File: src/rtl/bfx_pkg.sv
package bfx_pkg;
  parameter int ADDR_W  = 20;
  parameter int DATA_W  = 16;
  parameter int SLICE_W = 8;

  localparam int ADDR_SLICES = (ADDR_W + SLICE_W - 1) / SLICE_W;
  localparam int DATA_SLICES = DATA_W / SLICE_W;

  typedef enum logic {
    XFER_RX = 1'b0,
    XFER_TX = 1'b1
  } xfer_dir_e;
endpackage

File: src/rtl/bfx_addr_slice.sv
module bfx_addr_slice #(
  parameter int W = 8
) (
  input  logic         clk,
  input  logic         rst_n,
  input  logic         ale,
  input  logic [W-1:0] d_i,
  output logic [W-1:0] q_o
);
  logic [W-1:0] hold_q;

  always_ff @(posedge clk) begin
    if (!rst_n)   hold_q <= '0;
    else if (ale) hold_q <= d_i;
  end

  assign q_o = ale ? d_i : hold_q;


  addr_hold_stable_chk: assert property (@(posedge clk) disable iff (!rst_n)
    (!ale && !$past(ale)) |-> $stable(q_o));


  addr_capture_chk: assert property (@(posedge clk) disable iff (!rst_n)
    (!ale && $past(ale) && $past(rst_n)) |-> (q_o == $past(d_i)));
endmodule

File: src/rtl/bfx_xcvr_slice.sv
module bfx_xcvr_slice
  import bfx_pkg::*;
#(
  parameter int W = 8
) (
  input  logic         clk,
  input  logic         rst_n,
  input  logic         en_n,
  input  xfer_dir_e    dir,
  input  logic [W-1:0] a_i,
  input  logic [W-1:0] b_i,
  output logic [W-1:0] a_o,
  output logic [W-1:0] a_oe,
  output logic [W-1:0] b_o,
  output logic [W-1:0] b_oe
);
  logic drive_a, drive_b;

  always_comb begin
    drive_a = 1'b0;
    drive_b = 1'b0;
    if (!en_n) begin
      unique case (dir)
        XFER_TX: drive_b = 1'b1;
        XFER_RX: drive_a = 1'b1;
        default: ;
      endcase
    end
  end

  assign a_o  = b_i;
  assign b_o  = a_i;
  assign a_oe = {W{drive_a}};
  assign b_oe = {W{drive_b}};


  one_side_chk: assert property (@(posedge clk) disable iff (!rst_n)
    (a_oe & b_oe) == '0);


  quiet_when_off_chk: assert property (@(posedge clk) disable iff (!rst_n)
    en_n |-> (a_oe == '0 && b_oe == '0));
endmodule

File: src/rtl/bfx_bus_split.sv
module bfx_bus_split
  import bfx_pkg::*;
(
  input  logic              clk,
  input  logic              rst_n,
  input  logic              ale,
  input  logic [ADDR_W-1:0] mux_i,
  output logic [ADDR_W-1:0] addr_o,
  input  logic              den_n,
  input  logic              dt_r,
  output logic [DATA_W-1:0] cpu_d_o,
  output logic [DATA_W-1:0] cpu_d_oe,
  input  logic [DATA_W-1:0] sys_d_i,
  output logic [DATA_W-1:0] sys_d_o,
  output logic [DATA_W-1:0] sys_d_oe
);
  xfer_dir_e dir;
  assign dir = dt_r ? XFER_TX : XFER_RX;

  for (genvar i = 0; i < ADDR_SLICES; i++) begin : g_addr
    localparam int LO = i * SLICE_W;
    localparam int HI = (LO + SLICE_W > ADDR_W) ? ADDR_W - 1 : LO + SLICE_W - 1;
    bfx_addr_slice #(.W(HI - LO + 1)) u_slice (
      .clk   (clk),
      .rst_n (rst_n),
      .ale   (ale),
      .d_i   (mux_i[HI:LO]),
      .q_o   (addr_o[HI:LO])
    );
  end

  for (genvar j = 0; j < DATA_SLICES; j++) begin : g_data
    localparam int LO = j * SLICE_W;
    bfx_xcvr_slice #(.W(SLICE_W)) u_slice (
      .clk   (clk),
      .rst_n (rst_n),
      .en_n  (den_n),
      .dir   (dir),
      .a_i   (mux_i[LO +: SLICE_W]),
      .b_i   (sys_d_i[LO +: SLICE_W]),
      .a_o   (cpu_d_o[LO +: SLICE_W]),
      .a_oe  (cpu_d_oe[LO +: SLICE_W]),
      .b_o   (sys_d_o[LO +: SLICE_W]),
      .b_oe  (sys_d_oe[LO +: SLICE_W])
    );
  end


  tx_path_chk: assert property (@(posedge clk) disable iff (!rst_n)
    (!den_n && dt_r) |-> (sys_d_oe == '1 && sys_d_o == mux_i[DATA_W-1:0]));


  rx_path_chk: assert property (@(posedge clk) disable iff (!rst_n)
    (!den_n && !dt_r) |-> (cpu_d_oe == '1 && cpu_d_o == sys_d_i));
endmodule

File: config.mk
export PLATFORM = sky130hd
export DESIGN_NAME = bfx_bus_split
export DESIGN_NICKNAME = d
export VERILOG_FILES = /design/src/rtl/bfx_pkg.sv /design/src/rtl/bfx_addr_slice.sv /design/src/rtl/bfx_xcvr_slice.sv /design/src/rtl/bfx_bus_split.sv
export SDC_FILE = /design/constraint.sdc
export NUM_CORES = 1
export LEC_CHECK = 0
export BUFFER_PORTS_ARGS = -buffer_cell sky130_fd_sc_hd__buf_2
export CORE_ASPECT_RATIO = 0.9
export CORE_MARGIN = 2
export CORE_UTILIZATION = 40
export CTS_CLUSTER_SIZE = 30
export DETAILED_ROUTE_END_ITERATION = 8
export PLACE_DENSITY_LB_ADDON = 0.2
export SYNTH_ARGS = -nofsm -noshare
export SYNTH_HDL_FRONTEND = slang
export SYNTH_SLANG_ARGS = --single-unit
File: constraint.sdc
create_clock -name clk -period 1.8 [get_ports clk]
set_input_delay 0 -clock clk [delete_from_list [all_inputs] [get_ports clk]]
set_output_delay 0 -clock clk [all_outputs]
set_load 0.1 [all_outputs]
==> flow_summary_export.csv, run 1 <==
group,metric,value,unit
run_status,status,"completed",
timing,setup-violations-final,0,
final_layout,design_area,1410,um2
hold_path,min_path_cells,0,
global_routing,first_global_vias,699,
logic_synthesis,synth-seq-cells,20,
place,portBuffers,92,
setup_path,r2r-end,"g_addr[1].u_slice.hold_q[7]",
hold_path,worstHoldStart,"sys_d_i[12]",
logic_synthesis,synth_top_flop_cell,"dfxtp_1",
pwr,switching_share,0.532,
timing,drv_slew,0,
setup_path,arrival,1210,ps
final_layout,layout-drive-gt1-share,0.747,
timing,hold_viol_final,0,
timing,worstMarginPinSlew,641,ps
logic_synthesis,yosysMostFrequentCell,"buf_4",
place,hpwl,1570,um
timing,finalCritPeriodShare,0.670,
timing,setup_slack,594,ps
logic_synthesis,yosysWarnings,0,
final_layout,antennaDiodeCount,0,
logic_synthesis,synth_area_per_cell,10.4,um2
hold_path,hold_class,"input pin to output port",
run,maxCapViolations,0,
place,place_area,1360,um2
setup_path,critPathMaxFanout,20,
routing,wl_per_cell,10.4,um
floorplanning,initial_core_util,0.409,
clocking,ctsHoldBuffers,0,
clocking,clk-insertion-delay-late,250,ps
setup_path,rr_worst_depth,2,
routing,drc,0,
clocking,cts_buffers,3,
timing,maxSlewHeadroom,0.573,
floorplanning,die_area,3860,um2
final_layout,fillers,347,
pwr,powerDensity,1230,nW/um2
clocking,cts_resized,0,
timing,tns,0,ps
clocking,htree_levels,1,
timing,fin_crit,1210,ps
timing,fin_skew,0,ps
clocking,cts-root-buf,"clkbuf_8",
logic_synthesis,yosys-top-cells-area,"buf_4, dfxtp_1, mux2_4, and2_1, buf_6",
floorplanning,die_w,65.3,um
setup_path,end_kind,"output port",
logic_synthesis,synthArstFlopShare,0,
clocking,cts_tree,"yes",
routing,num_vias,811,
clocking,cts_buffer_depth,2,
logic_synthesis,synth_common_cells,"buf_4, dfxtp_1, mux2_4, and2_1",
setup_path,reg2reg_setup_slack,970,ps
floorplanning,dieHeight,59.1,um
floorplanning,core_area,3300,um2
pwr,power.clock.fraction,0.197,
clocking,postCtsSetupBuffers,0,
global_routing,grt_max_degree,21,
final_layout,final_core_util,0.427,
timing,rsz0062_at_grt,"no",
routing,ant_nets,0,
global_routing,overflow,0,
routing,finalWirelength,2100,um
setup_path,crit_type,"input pin to output port",
pwr,power_frac_seq,0.275,
setup_path,rr_startpoint,"g_addr[1].u_slice.hold_q[7]",
setup_path,startpoint_type,"input pin",
routing,first_pass_iters,2,
global_routing,grt_usage,0.102,
final_layout,regMostFlops,"g_addr.u_slice.hold_q",
place,dp_cells,198,
setup_path,required,1800,ps
floorplanning,rows,20,
clocking,cts.sinks,20,
logic_synthesis,synth.largest_area_cell,"buf_4",
final_layout,nets,200,
floorplanning,num_io_pins,125,
pwr,p_switching,0.922,mW
place,pre_cts_ws,570,ps
final_layout,reg.largest.list,"g_addr.u_slice.hold_q x20",
timing,hold_slack,0.0439,ps
pwr,p_int,0.810,mW
pwr,power,1.73,mW
logic_synthesis,synth_top_area_frac,0.356,
global_routing,antenna_found_initial,0,
logic_synthesis,synth-edff-count,0,
pwr,combPwrFrac,0.528,
logic_synthesis,syn_area,1350,um2
routing,viasPerCell,4.01,
final_layout,instances_no_fill,202,
final_layout,largest_register_ffs,20,
logic_synthesis,syn_inst,130,
logic_synthesis,netlist-cell-type-count,9,
pwr,cellLeakagePower,0.820,nW
timing,clock.fmax,829,MHz
pwr,max-vdd-ir-drop,456,uV
logic_synthesis,syn-num-nets,171,
routing,drt-initial-drc-count,11,
place,gp_congestion,0.600,
global_routing,grt_pass1_wl,3080,um
hold_path,hold_end,"cpu_d_o[12]",
final_layout,synthToLayoutAreaGrowth,4.44,%
logic_synthesis,synth_seq_area_share,0.296,
-- per-layer routing --
| layer | routed length [um] | vias up | GRT usage | share of wire |
|---|---|---|---|---|
| li1 | - | 397 | - | - |
| met1 | 895 | 348 | 0.134 | 0.43 |
| met2 | 918 | 60 | 0.149 | 0.44 |
| met3 | 267 | 6 | 0.0342 | 0.13 |
| met4 | 14 | 0 | 0.0536 | 0.0067 |
| met5 | 0 | - | 0 | 0 |
-- cells in the final DEF (no fill, tap or decap), drive strengths merged --
cell	netlist	layout
and2	20	20
clkbuf	2	4
nor2b	1	1
mux2	20	20
dfxtp	20	20
nor2	1	1
buf	66	92
-- cells by family (layout without fill, tap and decap cells) --
family | after synthesis | count (layout) | share of synthesized area
buffers and inverters | 68 | 96 | 0.378
DFF | 20 | 20 | 0.296
and+or+nand+nor | 22 | 22 | 0.104
muxes | 20 | 20 | 0.222
-- power by group through the flow --
| stage | logic [mW] | registers [mW] | clock network (mW) |
|---|---|---|---|
| 2_1_floorplan | 1.06 | 0.483 | 0 |
| 3_3_place_gp | 0.917 | 0.485 | 0 |
| 3_5_place_dp | 0.919 | 0.486 | 0 |
| 4_1_cts | 0.920 | 0.476 | 0.358 |
| 5_1_grt | 0.942 | 0.478 | 0.380 |
| 6_report | 0.915 | 0.475 | 0.341 |
-- how the worst max path moves through the flow --
| stage | endpoint | start | slack (ps) |
|---|---|---|---|
| after global routing | sys_d_oe[14] | den_n | 500 |
| final | addr_o[10] | ale | 590 |
| after floorplan | sys_d_oe[0] | dt_r | 800 |
| after CTS | addr_o[10] | ale | 570 |
| after detailed placement | addr_o[10] | ale | 570 |
| after global placement | addr_o[0] | ale | 590 |
-- cell type report --
class,instances,area (um2),area share
multi-input cells,42,440,0.312
clock buffers,4,55.1,0.0390
well taps,44,55.1,0.0390
flip-flops and latches,20,400,0.284
repair buffers,92,460,0.326
-- critical path: stages --
cell	delay (ps)
buf_2	500
mux2_4	270
buf_2	420
No activity file was read; power rests on OpenSTA's default activity.
==> run 2, diff against run 1 <==
Settings changed: CORE_UTILIZATION 40 to 33.
Clock period 1.8 ns to 1.07 ns, I/O delays scaled along.
==> run 2 against run 1 <==
  * Setup slack worse by 540 ps
  * Critical path depth is 1 lower
  * Utilization up 14 points
  * Routed wire length up 36%
  * Die area increased by 20%
  * Critical path type is now register to output port
  * Power is 96% higher
  * Sequential power rose by 68%
  * First-iteration DRC count rose to 3.3 times the previous value
  * Sequential share of layout area decreased by 11 points
  * Flip-flop and latch count unchanged
  * Largest cell class unchanged
  * Hold slack about the same
  * Cell area is 60% higher
==> flow_summary_export.csv, run 2 (synthesized netlist as in run 1, its figures left out) <==
group,metric,value,unit
routing,finalWirelength,2860,um
clocking,cts_buffer_depth,2,
floorplanning,dieHeight,64.7,um
routing,ant_nets,0,
place,hpwl,2310,um
clocking,cts-root-buf,"clkbuf_8",
clocking,postCtsSetupBuffers,0,
pwr,cellLeakagePower,1.06,nW
final_layout,reg.largest.list,"g_addr.u_slice.hold_q x20",
global_routing,grt_pass1_wl,4330,um
timing,setup-violations-final,0,
setup_path,rr_worst_depth,2,
global_routing,overflow,0,
global_routing,antenna_found_initial,0,
global_routing,first_global_vias,819,
timing,worstMarginPinSlew,490,ps
floorplanning,num_io_pins,125,
place,gp_congestion,0.685,
place,portBuffers,92,
setup_path,arrival,1020,ps
place,pre_cts_ws,145,ps
final_layout,layout_commonest_cell,"buf_12",
pwr,max-vdd-ir-drop,756,uV
floorplanning,core_area,3990,um2
setup_path,crit_type,"register to output port",
routing,wl_per_cell,13.7,um
timing,clock.fmax,982,MHz
clocking,htree_levels,1,
final_layout,layout-drive-gt1-share,0.752,
clocking,cts_tree,"yes",
timing,hold_viol_final,0,
clocking,ctsHoldBuffers,0,
setup_path,required,1070,ps
pwr,powerDensity,1500,nW/um2
routing,drt-initial-drc-count,36,
run,maxCapViolations,0,
timing,tns,0,ps
final_layout,final_core_util,0.566,
setup_path,startpoint_type,"register",
final_layout,ff_latch_area,400,um2
routing,viasPerCell,4.08,
clocking,cts.sinks,20,
hold_path,hold_class,"input pin to output port",
clocking,cts_buffers,3,
final_layout,largest_register_ffs,20,
hold_path,min_path_cells,0,
clocking,clk-insertion-delay-late,250,ps
floorplanning,initial_core_util,0.339,
routing,drc,0,
timing,finalCritPeriodShare,0.952,
final_layout,fillers,337,
final_layout,layout_common_cells,"buf_12, buf_2, mux2_4, dfxtp_1, and2_1",
final_layout,regMostFlops,"g_addr.u_slice.hold_q",
timing,fin_skew,0,ps
timing,maxSlewHeadroom,0.676,
setup_path,end_kind,"output port",
routing,first_pass_iters,2,
clocking,clkTransAtPathRegs,70,ps
final_layout,nets,203,
timing,rsz0062_at_grt,"no",
timing,fin_crit,1020,ps
final_layout,multi_input_area,440,um2
setup_path,critPathMaxFanout,2,
run_status,status,"completed",
floorplanning,rows,22,
clocking,cts_resized,0,
routing,num_vias,852,
floorplanning,die_area,4620,um2
floorplanning,die_w,71.5,um
final_layout,antennaDiodeCount,0,
global_routing,grt_max_degree,21,
timing,drv_slew,0,
global_routing,grt_usage,0.120,
timing,setup_slack,51.5,ps
final_layout,synthToLayoutAreaGrowth,67.0,%
run 2: cell types whose count changed in the layout (fill, tap and decap cells not counted), sizes merged:
cell	before	now
buf	92	95
run 2: cell type report:
class                   count  area share
clock buffers               4      0.0244
well taps                  48      0.0266
repair buffers             95       0.576
multi-input cells          42       0.195
flip-flops and latches     20       0.177
run 2: critical path: stages (launching register included):
cell and delay [ps]:
dfxtp_1 310, mux2_4 290, buf_12 170
run 2: power by group:
group          internal (mW)  total [mW]  switching [mW]
sequential             0.789       0.800          0.0116
combinational          0.657        2.04            1.39
clock                  0.327       0.551           0.224
total                   1.77        3.40            1.62
run 2: stage by stage:
step                hold WS (ps)  total power [mW]  cells  area [um2]
floorplan                    212              2.59    130        1350
global placement           0.681              2.86    205        2200
detailed placement         0.681              2.87    205        2200
CTS                        0.681              3.44    209        2260
global route               0.168              3.50    209        2260
finish                    0.0439              3.40    209        2260
run 2: metal layers:
metal  vias to the layer above  track usage  wire (um)  part of all wire
li1                        403            -          -                 -
met1                       392        0.139       1070              0.37
met2                        41        0.200       1450              0.51
met3                        16       0.0404        255             0.089
met4                         0       0.0495         86             0.030
met5                         -            0          0                 0
run 2: worst paths after layout:
check                               from                           to  slack (ps)
max          g_addr[2].u_slice.hold_q[2]                   addr_o[18]          50
min reg2reg  g_addr[1].u_slice.hold_q[4]  g_addr[1].u_slice.hold_q[4]         610
max reg2reg  g_addr[2].u_slice.hold_q[2]  g_addr[2].u_slice.hold_q[2]         210
min                           sys_d_i[7]                   cpu_d_o[7]        0.04
